[config.mk]
export PLATFORM = sky130hd
export DESIGN_NAME = rank_codeword_decoder
export DESIGN_NICKNAME = d
export VERILOG_FILES = /design/src/rtl/rank_dec_pkg.sv /design/src/rtl/rank_perm_check.sv /design/src/rtl/rank_classifier.sv /design/src/rtl/subset_decoder.sv /design/src/rtl/err_sat_counter.sv /design/src/rtl/rank_codeword_decoder.sv
export SDC_FILE = /design/constraint.sdc
export NUM_CORES = 1
export LEC_CHECK = 0
export ABC_AREA = 1
export BUFFER_PORTS_ARGS = -buffer_cell sky130_fd_sc_hd__buf_4
export CAP_MARGIN = 20
export CORE_ASPECT_RATIO = 1.4
export CORE_UTILIZATION = 39
export DETAILED_ROUTE_END_ITERATION = 12
export PLACE_DENSITY = 0.61
export SLEW_MARGIN = 15
export SYNTH_ARGS = -nofsm -noshare
export SYNTH_HDL_FRONTEND = slang
export SYNTH_HIERARCHICAL = 1
export SYNTH_SLANG_ARGS = --single-unit
[constraint.sdc]
create_clock -name clk -period 23.8 [get_ports clk]
set_input_delay 4.76 -clock clk [delete_from_list [all_inputs] [get_ports clk]]
set_output_delay 4.76 -clock clk [all_outputs]
set_load 0.02 [all_outputs]
[src/rtl/rank_dec_pkg.sv]
// Package: shared sizes, the ternary symbol type and a constant binomial helper.
// Assumes eight wires with 3-bit ranks; widths derive from WIRES.
package rank_dec_pkg;
    localparam int unsigned WIRES     = 8;
    localparam int unsigned RANK_W    = $clog2(WIRES);
    localparam int unsigned VEC_W     = WIRES * RANK_W;
    localparam int unsigned PAIRS     = WIRES / 2;
    localparam int unsigned ACTIVE    = 4;
    localparam int unsigned POS_BITS  = 6;
    localparam int unsigned SIGN_BITS = 2;
    localparam int unsigned BYTE_W    = POS_BITS + SIGN_BITS;
    localparam int unsigned IDX_W     = 7;

    typedef enum logic [1:0] {
        SYM_ZERO = 2'b00,
        SYM_POS  = 2'b01,
        SYM_NEG  = 2'b10
    } sym_t;

    // Constant helper: n choose k, used only with elaboration-time arguments.
    function automatic int unsigned choose(input int unsigned n, input int unsigned k);
        int unsigned acc;
        acc = 1;
        if (k > n) return 0;
        for (int unsigned i = 0; i < k; i++) begin
            acc = acc * (n - i) / (i + 1);
        end
        return acc;
    endfunction
endpackage

[src/rtl/rank_perm_check.sv]
// Module: rank_perm_check
// Flags whether the eight ranks form a permutation of 0..WIRES-1.
// Assumes ranks are exactly RANK_W bits wide, so every value is in range.
module rank_perm_check
    import rank_dec_pkg::*;
(
    input  logic [VEC_W-1:0] rank_vec,
    output logic             is_perm
);
    logic [WIRES-1:0] seen;

    // Mark every rank value that appears; a full mark set means no duplicates.
    always_comb begin
        seen = '0;
        for (int i = 0; i < WIRES; i++) begin
            seen[rank_vec[i*RANK_W +: RANK_W]] = 1'b1;
        end
        is_perm = &seen;
    end
endmodule

[src/rtl/rank_classifier.sv]
// Module: rank_classifier
// Turns each wire's rank into a ternary symbol and each wire pair into a bit.
// Assumes rank 0 is the highest level; ranks are not checked here.
module rank_classifier
    import rank_dec_pkg::*;
(
    input  logic [VEC_W-1:0] rank_vec,
    output sym_t [WIRES-1:0] sym,
    output logic [PAIRS-1:0] pair_bits
);
    localparam logic [RANK_W-1:0] TOP_LAST  = RANK_W'(1);
    localparam logic [RANK_W-1:0] BOT_FIRST = RANK_W'(WIRES - 2);

    genvar gw, gp;
    generate
        for (gw = 0; gw < WIRES; gw++) begin : g_wire
            logic [RANK_W-1:0] r;
            assign r = rank_vec[gw*RANK_W +: RANK_W];
            // Top two ranks give +1, bottom two give -1, the rest sit at 0.
            always_comb begin
                if (r <= TOP_LAST)       sym[gw] = SYM_POS;
                else if (r >= BOT_FIRST) sym[gw] = SYM_NEG;
                else                     sym[gw] = SYM_ZERO;
            end
        end
        for (gp = 0; gp < PAIRS; gp++) begin : g_pair
            // The pair bit is 1 when the even wire sorts above its odd partner.
            assign pair_bits[gp] = rank_vec[(2*gp)*RANK_W +: RANK_W]
                                 < rank_vec[(2*gp+1)*RANK_W +: RANK_W];
        end
    endgenerate
endmodule

[src/rtl/subset_decoder.sv]
// Module: subset_decoder
// Rebuilds the subset index and sign code from the ternary symbols.
// The index is the colex rank of the non-zero set: sum of C(wire, k) over the
// k-th active wire (k from 1). Assumes a permutation upstream, though the
// active count is checked again here.
module subset_decoder
    import rank_dec_pkg::*;
(
    input  sym_t [WIRES-1:0]     sym,
    output logic [POS_BITS-1:0]  pos_idx,
    output logic [SIGN_BITS-1:0] sign_code,
    output logic                 legal
);
    localparam int unsigned CNT_W = $clog2(WIRES + 1);
    localparam logic [IDX_W-1:0] IDX_LIMIT = IDX_W'(1 << POS_BITS);

    logic [IDX_W-1:0] weight [WIRES][ACTIVE+1];

    genvar gi, gk;
    generate
        for (gi = 0; gi < WIRES; gi++) begin : g_wt_row
            for (gk = 0; gk <= ACTIVE; gk++) begin : g_wt_col
                assign weight[gi][gk] = IDX_W'(choose(gi, gk));
            end
        end
    endgenerate

    logic [CNT_W-1:0]  n_act;
    logic [IDX_W-1:0]  idx_full;
    logic [ACTIVE-1:0] plus_slots;
    logic              sign_ok;

    // Walk the wires in ascending order, summing colex weights and noting +1 slots.
    always_comb begin
        n_act      = '0;
        idx_full   = '0;
        plus_slots = '0;
        for (int i = 0; i < WIRES; i++) begin
            if (sym[i] != SYM_ZERO) begin
                if (n_act < CNT_W'(ACTIVE)) begin
                    idx_full = idx_full + weight[i][n_act + CNT_W'(1)];
                    plus_slots[n_act[1:0]] = (sym[i] == SYM_POS);
                end
                n_act = n_act + CNT_W'(1);
            end
        end
    end

    // Map the +1 slot pattern onto the four allowed sign codes.
    always_comb begin
        sign_ok = 1'b1;
        case (plus_slots)
            4'b0011: sign_code = 2'd0;
            4'b0101: sign_code = 2'd1;
            4'b1001: sign_code = 2'd2;
            4'b0110: sign_code = 2'd3;
            default: begin
                sign_code = 2'd0;
                sign_ok   = 1'b0;
            end
        endcase
    end

    assign pos_idx = idx_full[POS_BITS-1:0];
    assign legal   = (n_act == CNT_W'(ACTIVE)) && (idx_full < IDX_LIMIT) && sign_ok;
endmodule

[src/rtl/err_sat_counter.sv]
// Module: err_sat_counter
// Saturating event counter with a synchronous clear that wins over an increment.
module err_sat_counter #(
    parameter int unsigned W = 8
) (
    input  logic         clk,
    input  logic         rst_n,
    input  logic         inc,
    input  logic         clr,
    output logic [W-1:0] count
);
    localparam logic [W-1:0] TOP = '1;

    // Count flagged events, stop at the top value, clear on request.
    always_ff @(posedge clk) begin
        if (!rst_n)                   count <= '0;
        else if (clr)                 count <= '0;
        else if (inc && count != TOP) count <= count + W'(1);
    end
endmodule

[src/rtl/rank_codeword_decoder.sv]
// Module: rank_codeword_decoder (top)
// Decodes one rank vector per cycle into a byte (code mode) or four pair bits
// (pair mode), with one registered stage. Illegal vectors raise out_err, keep
// the previous byte and advance a saturating counter.
// Assumes control inputs are known whenever rst_n is high.
module rank_codeword_decoder
    import rank_dec_pkg::*;
#(
    parameter int unsigned CNT_W = 8
) (
    input  logic                    clk,
    input  logic                    rst_n,
    input  logic                    in_valid,
    input  logic                    mode_legacy,
    input  logic [VEC_W-1:0]        rank_vec,
    input  logic                    err_clr,
    output logic                    out_valid,
    output logic                    out_err,
    output logic [BYTE_W-1:0]       out_data,
    output logic [CNT_W-1:0]        err_count
);
    logic                 is_perm;
    sym_t [WIRES-1:0]     sym;
    logic [PAIRS-1:0]     pair_bits;
    logic [POS_BITS-1:0]  pos_idx;
    logic [SIGN_BITS-1:0] sign_code;
    logic                 code_legal;
    logic                 bad_vec;
    logic [BYTE_W-1:0]    next_byte;

    rank_perm_check u_perm (
        .rank_vec (rank_vec),
        .is_perm  (is_perm)
    );

    rank_classifier u_cls (
        .rank_vec  (rank_vec),
        .sym       (sym),
        .pair_bits (pair_bits)
    );

    subset_decoder u_sub (
        .sym       (sym),
        .pos_idx   (pos_idx),
        .sign_code (sign_code),
        .legal     (code_legal)
    );

    // Choose the error condition and the result word for the active mode.
    always_comb begin
        if (mode_legacy) begin
            bad_vec   = !is_perm;
            next_byte = {(BYTE_W-PAIRS)'(0), pair_bits};
        end else begin
            bad_vec   = !(is_perm && code_legal);
            next_byte = {pos_idx, sign_code};
        end
    end

    // Output stage: valid follows input, byte updates only on a good vector.
    always_ff @(posedge clk) begin
        if (!rst_n) begin
            out_valid <= 1'b0;
            out_err   <= 1'b0;
            out_data  <= '0;
        end else begin
            out_valid <= in_valid;
            out_err   <= in_valid && bad_vec;
            if (in_valid && !bad_vec) out_data <= next_byte;
        end
    end

    err_sat_counter #(.W(CNT_W)) u_cnt (
        .clk   (clk),
        .rst_n (rst_n),
        .inc   (in_valid && bad_vec),
        .clr   (err_clr),
        .count (err_count)
    );
endmodule

==> results.ini <==
[place]
dpl-instance-area_sq_um=5560
place.gp.congestion=0.882
io_buffers=46
dpl.hpwl_microns=10400
dpl.cell_count=1089

[sta]
period_needed_ns=12.21
period_share=0.513
tns_ns=0
timing.slew.headroom=0.582
finalHoldViolCount=0
rsz0062_at_grt=false
clock_skew_ns=0.00158
setup_viol=0
drv_slew=0
worstMarginPinSlew_ns=0.625
fmax_mhz=81.9

[routing]
ant_nets=0
drcViolationCount=1
drt_wl_total_microns=11800
dr_total_vias=5150
viasPerCell=4.71
dr.first_iter.drc_count=139
firstDrtPassIters=10
wl_per_cell_microns=10.8

[logic_synthesis]
avgSynthCellArea_sq_um=5.64
syn-instance-count=897
ys_ff_latch=18
ys_seq_area_frac=0.0712
synthFlopType=dfxtp_1
yosysWarningCount=6
synth-edff-count=0
syn_nets=989
async_reset_ff_frac=0
ys_types=42
synth.cell_area_sq_um=5060
synth_top_area_cell=nand2_1
yosys-top-cells-area=nand2_1, ha_1, inv_1
synth_top_area_frac=0.195

[clocking]
cts_tree=built
clk_path_buf_depth=2
clk_latency_ns=0.25
cts_hold_buffers=0
cts-root-buf=clkbuf_16
cts-htree-levels=1
cts_made_buffers=3
clkSinkCount=18
cts_resized=0
postCtsSetupRepairBufs=0
path_clk_slew_ns=0.05

[setup_path]
path_max_fanout=10
crit_path_end_kind=flip-flop
cpMostUsedCell=inv_1
worstSetupEndpoint=u_cnt/count[5]$_SDFFE_PP0P_
crit_start=rank_vec[2]
r2r_end=u_cnt/count[6]$_SDFFE_PP0P_
critPathLaunchType=primary input
cp_slowest_cell=fa_1
crit_arrival_ns=12.36
regToRegSetupSlack_ns=22.43
r2r_cells=8
reg2reg_from=u_cnt/count[0]$_SDFFE_PP0P_
worstPathRequired_ns=23.95
path_class=primary input to flip-flop
max_stage_delay_ns=0.70

[layout]
final_cell_mix=nand2_1, inv_1, nand3_1
layout_commonest_cell=nand2_1
n_fill_cell=1388
syn2layout_area_growth_pct=11.6
multi_input_area_sq_um=4000
final-seq-area_sq_um=360
nNetsFinal=1036
drive_above_1_share=0.151
final_cells=1093
finish.instance_area_sq_um=5650
n_antenna_cell=0

[power_and_ir_drop]
vdd_ir_drop_max_uv=23.7
p_leak_nw=3.29
powerDensity_nw_per_um2=61.5

[worst_hold_path]
hp-class=flip-flop to flip-flop
min_path_cells=4

[global_route]
grt-ovfl-total=0
grt_pass1_vias=4776
grt_max_degree=17
grt_antenna_before_repair=0
grtUsageTotal=0.182
grt_pass1_wl_microns=20400

[run_status]
violations=design-rule violations
status=finished with violations

[floorplan]
dieArea_sq_um=13400
core_sq_um=12500
rows=48
die_w_microns=98.3
die_h_microns=137
start_util=0.405
ios=47

[flow_run]
cap_violations=0

-- routing by layer --
layer,part of all wire,vias to the layer above,routed length [microns],track usage
met3,0.013,13,159,0.00715
met2,0.55,56,6520,0.388
met4,0.012,0,146,0.0464
met5,0,-,0,0
li1,-,2883,-,-
met1,0.42,2198,4970,0.189
-- cells in the mapped netlist (3+ instances only) --
| library cell | number |
|---|---|
| nand2_4 | 16 |
| inv_1 | 160 |
| o22ai_1 | 3 |
| nand3_2 | 10 |
| nand2_2 | 16 |
| fa_1 | 5 |
| a21oi_1 | 20 |
| nor3_1 | 3 |
| nand4_1 | 13 |
| inv_2 | 10 |
| nand3_4 | 3 |
| nand3_1 | 110 |
| nor2_2 | 13 |
| nor2_1 | 97 |
| xnor2_1 | 4 |
| nand3b_1 | 3 |
| nor2_4 | 9 |
| o21ai_0 | 19 |
| dfxtp_1 | 18 |
| xor2_1 | 9 |
| or2_2 | 4 |
| o21ai_1 | 5 |
| a21oi_2 | 5 |
| ha_1 | 58 |
| nand2_1 | 263 |
-- where the power goes --
group	internal, mW	switching, mW
logic	0.106	0.174
clock network	0.0256	0.0111
registers	0.0308	0.000339
-- worst max-delay path: cells and delay by family --
kind	cells	cell delay, ns
AOI/OAI and AO/OA	6	0.74
and+or+nand+nor	21	2.75
buffers and inverters	10	0.72
xor gates and xnor gates	3	0.52
adders and majority gates	8	2.83
-- through the flow --
| step | utilization | setup WS (ns) | total power, mW | hold slack, ns |
|---|---|---|---|---|
| floorplan | - | 12.37 | 0.257 | 0.585 |
| global route | 0.452 | 10.79 | 0.393 | 0.554 |
| finish | 0.452 | 11.59 | 0.348 | 0.509 |
| global placement | 0.445 | 11.54 | 0.312 | 0.502 |
| detailed placement | 0.445 | 11.32 | 0.313 | 0.500 |
| CTS | 0.452 | 11.57 | 0.351 | 0.511 |
-- area by class of cell --
type | count | share of cell area
multi-input combinational | 701 | 0.709
tap | 150 | 0.0332
sequential | 18 | 0.0638
inverter | 174 | 0.117
clock buffer | 4 | 0.0157
timing repair buffer | 46 | 0.0611
-- sequential cells by signal, indices dropped and copies added (netlist names) --
signal and flops:
out_data 8, out_err 1, out_valid 1, u_cnt/count 8
-- worst min path at each step --
| stage | from | to | slack [ns] |
|---|---|---|---|
| 5_1_grt | out_data[2]$_SDFFE_PN0P_ | out_data[2]$_SDFFE_PN0P_ | 0.55 |
| 2_1_floorplan | out_data[0]$_SDFFE_PN0P_ | out_data[0]$_SDFFE_PN0P_ | 0.59 |
| 3_5_place_dp | out_data[1]$_SDFFE_PN0P_ | out_data[1]$_SDFFE_PN0P_ | 0.50 |
| 3_3_place_gp | out_data[1]$_SDFFE_PN0P_ | out_data[1]$_SDFFE_PN0P_ | 0.50 |
| 6_report | out_data[6]$_SDFFE_PN0P_ | out_data[6]$_SDFFE_PN0P_ | 0.51 |
| 4_1_cts | out_data[1]$_SDFFE_PN0P_ | out_data[1]$_SDFFE_PN0P_ | 0.51 |
-- logic make-up after synthesis --
kind of cell             synth area share
AND/OR/NAND/NOR                     0.539
flip-flops                         0.0712
adder cells (fa/ha/maj)             0.163
AO/OA/AOI/OAI                      0.0658
buffers and inverters               0.138
XOR/XNOR                           0.0225
Note: power is estimated with default switching activity, not from simulation.
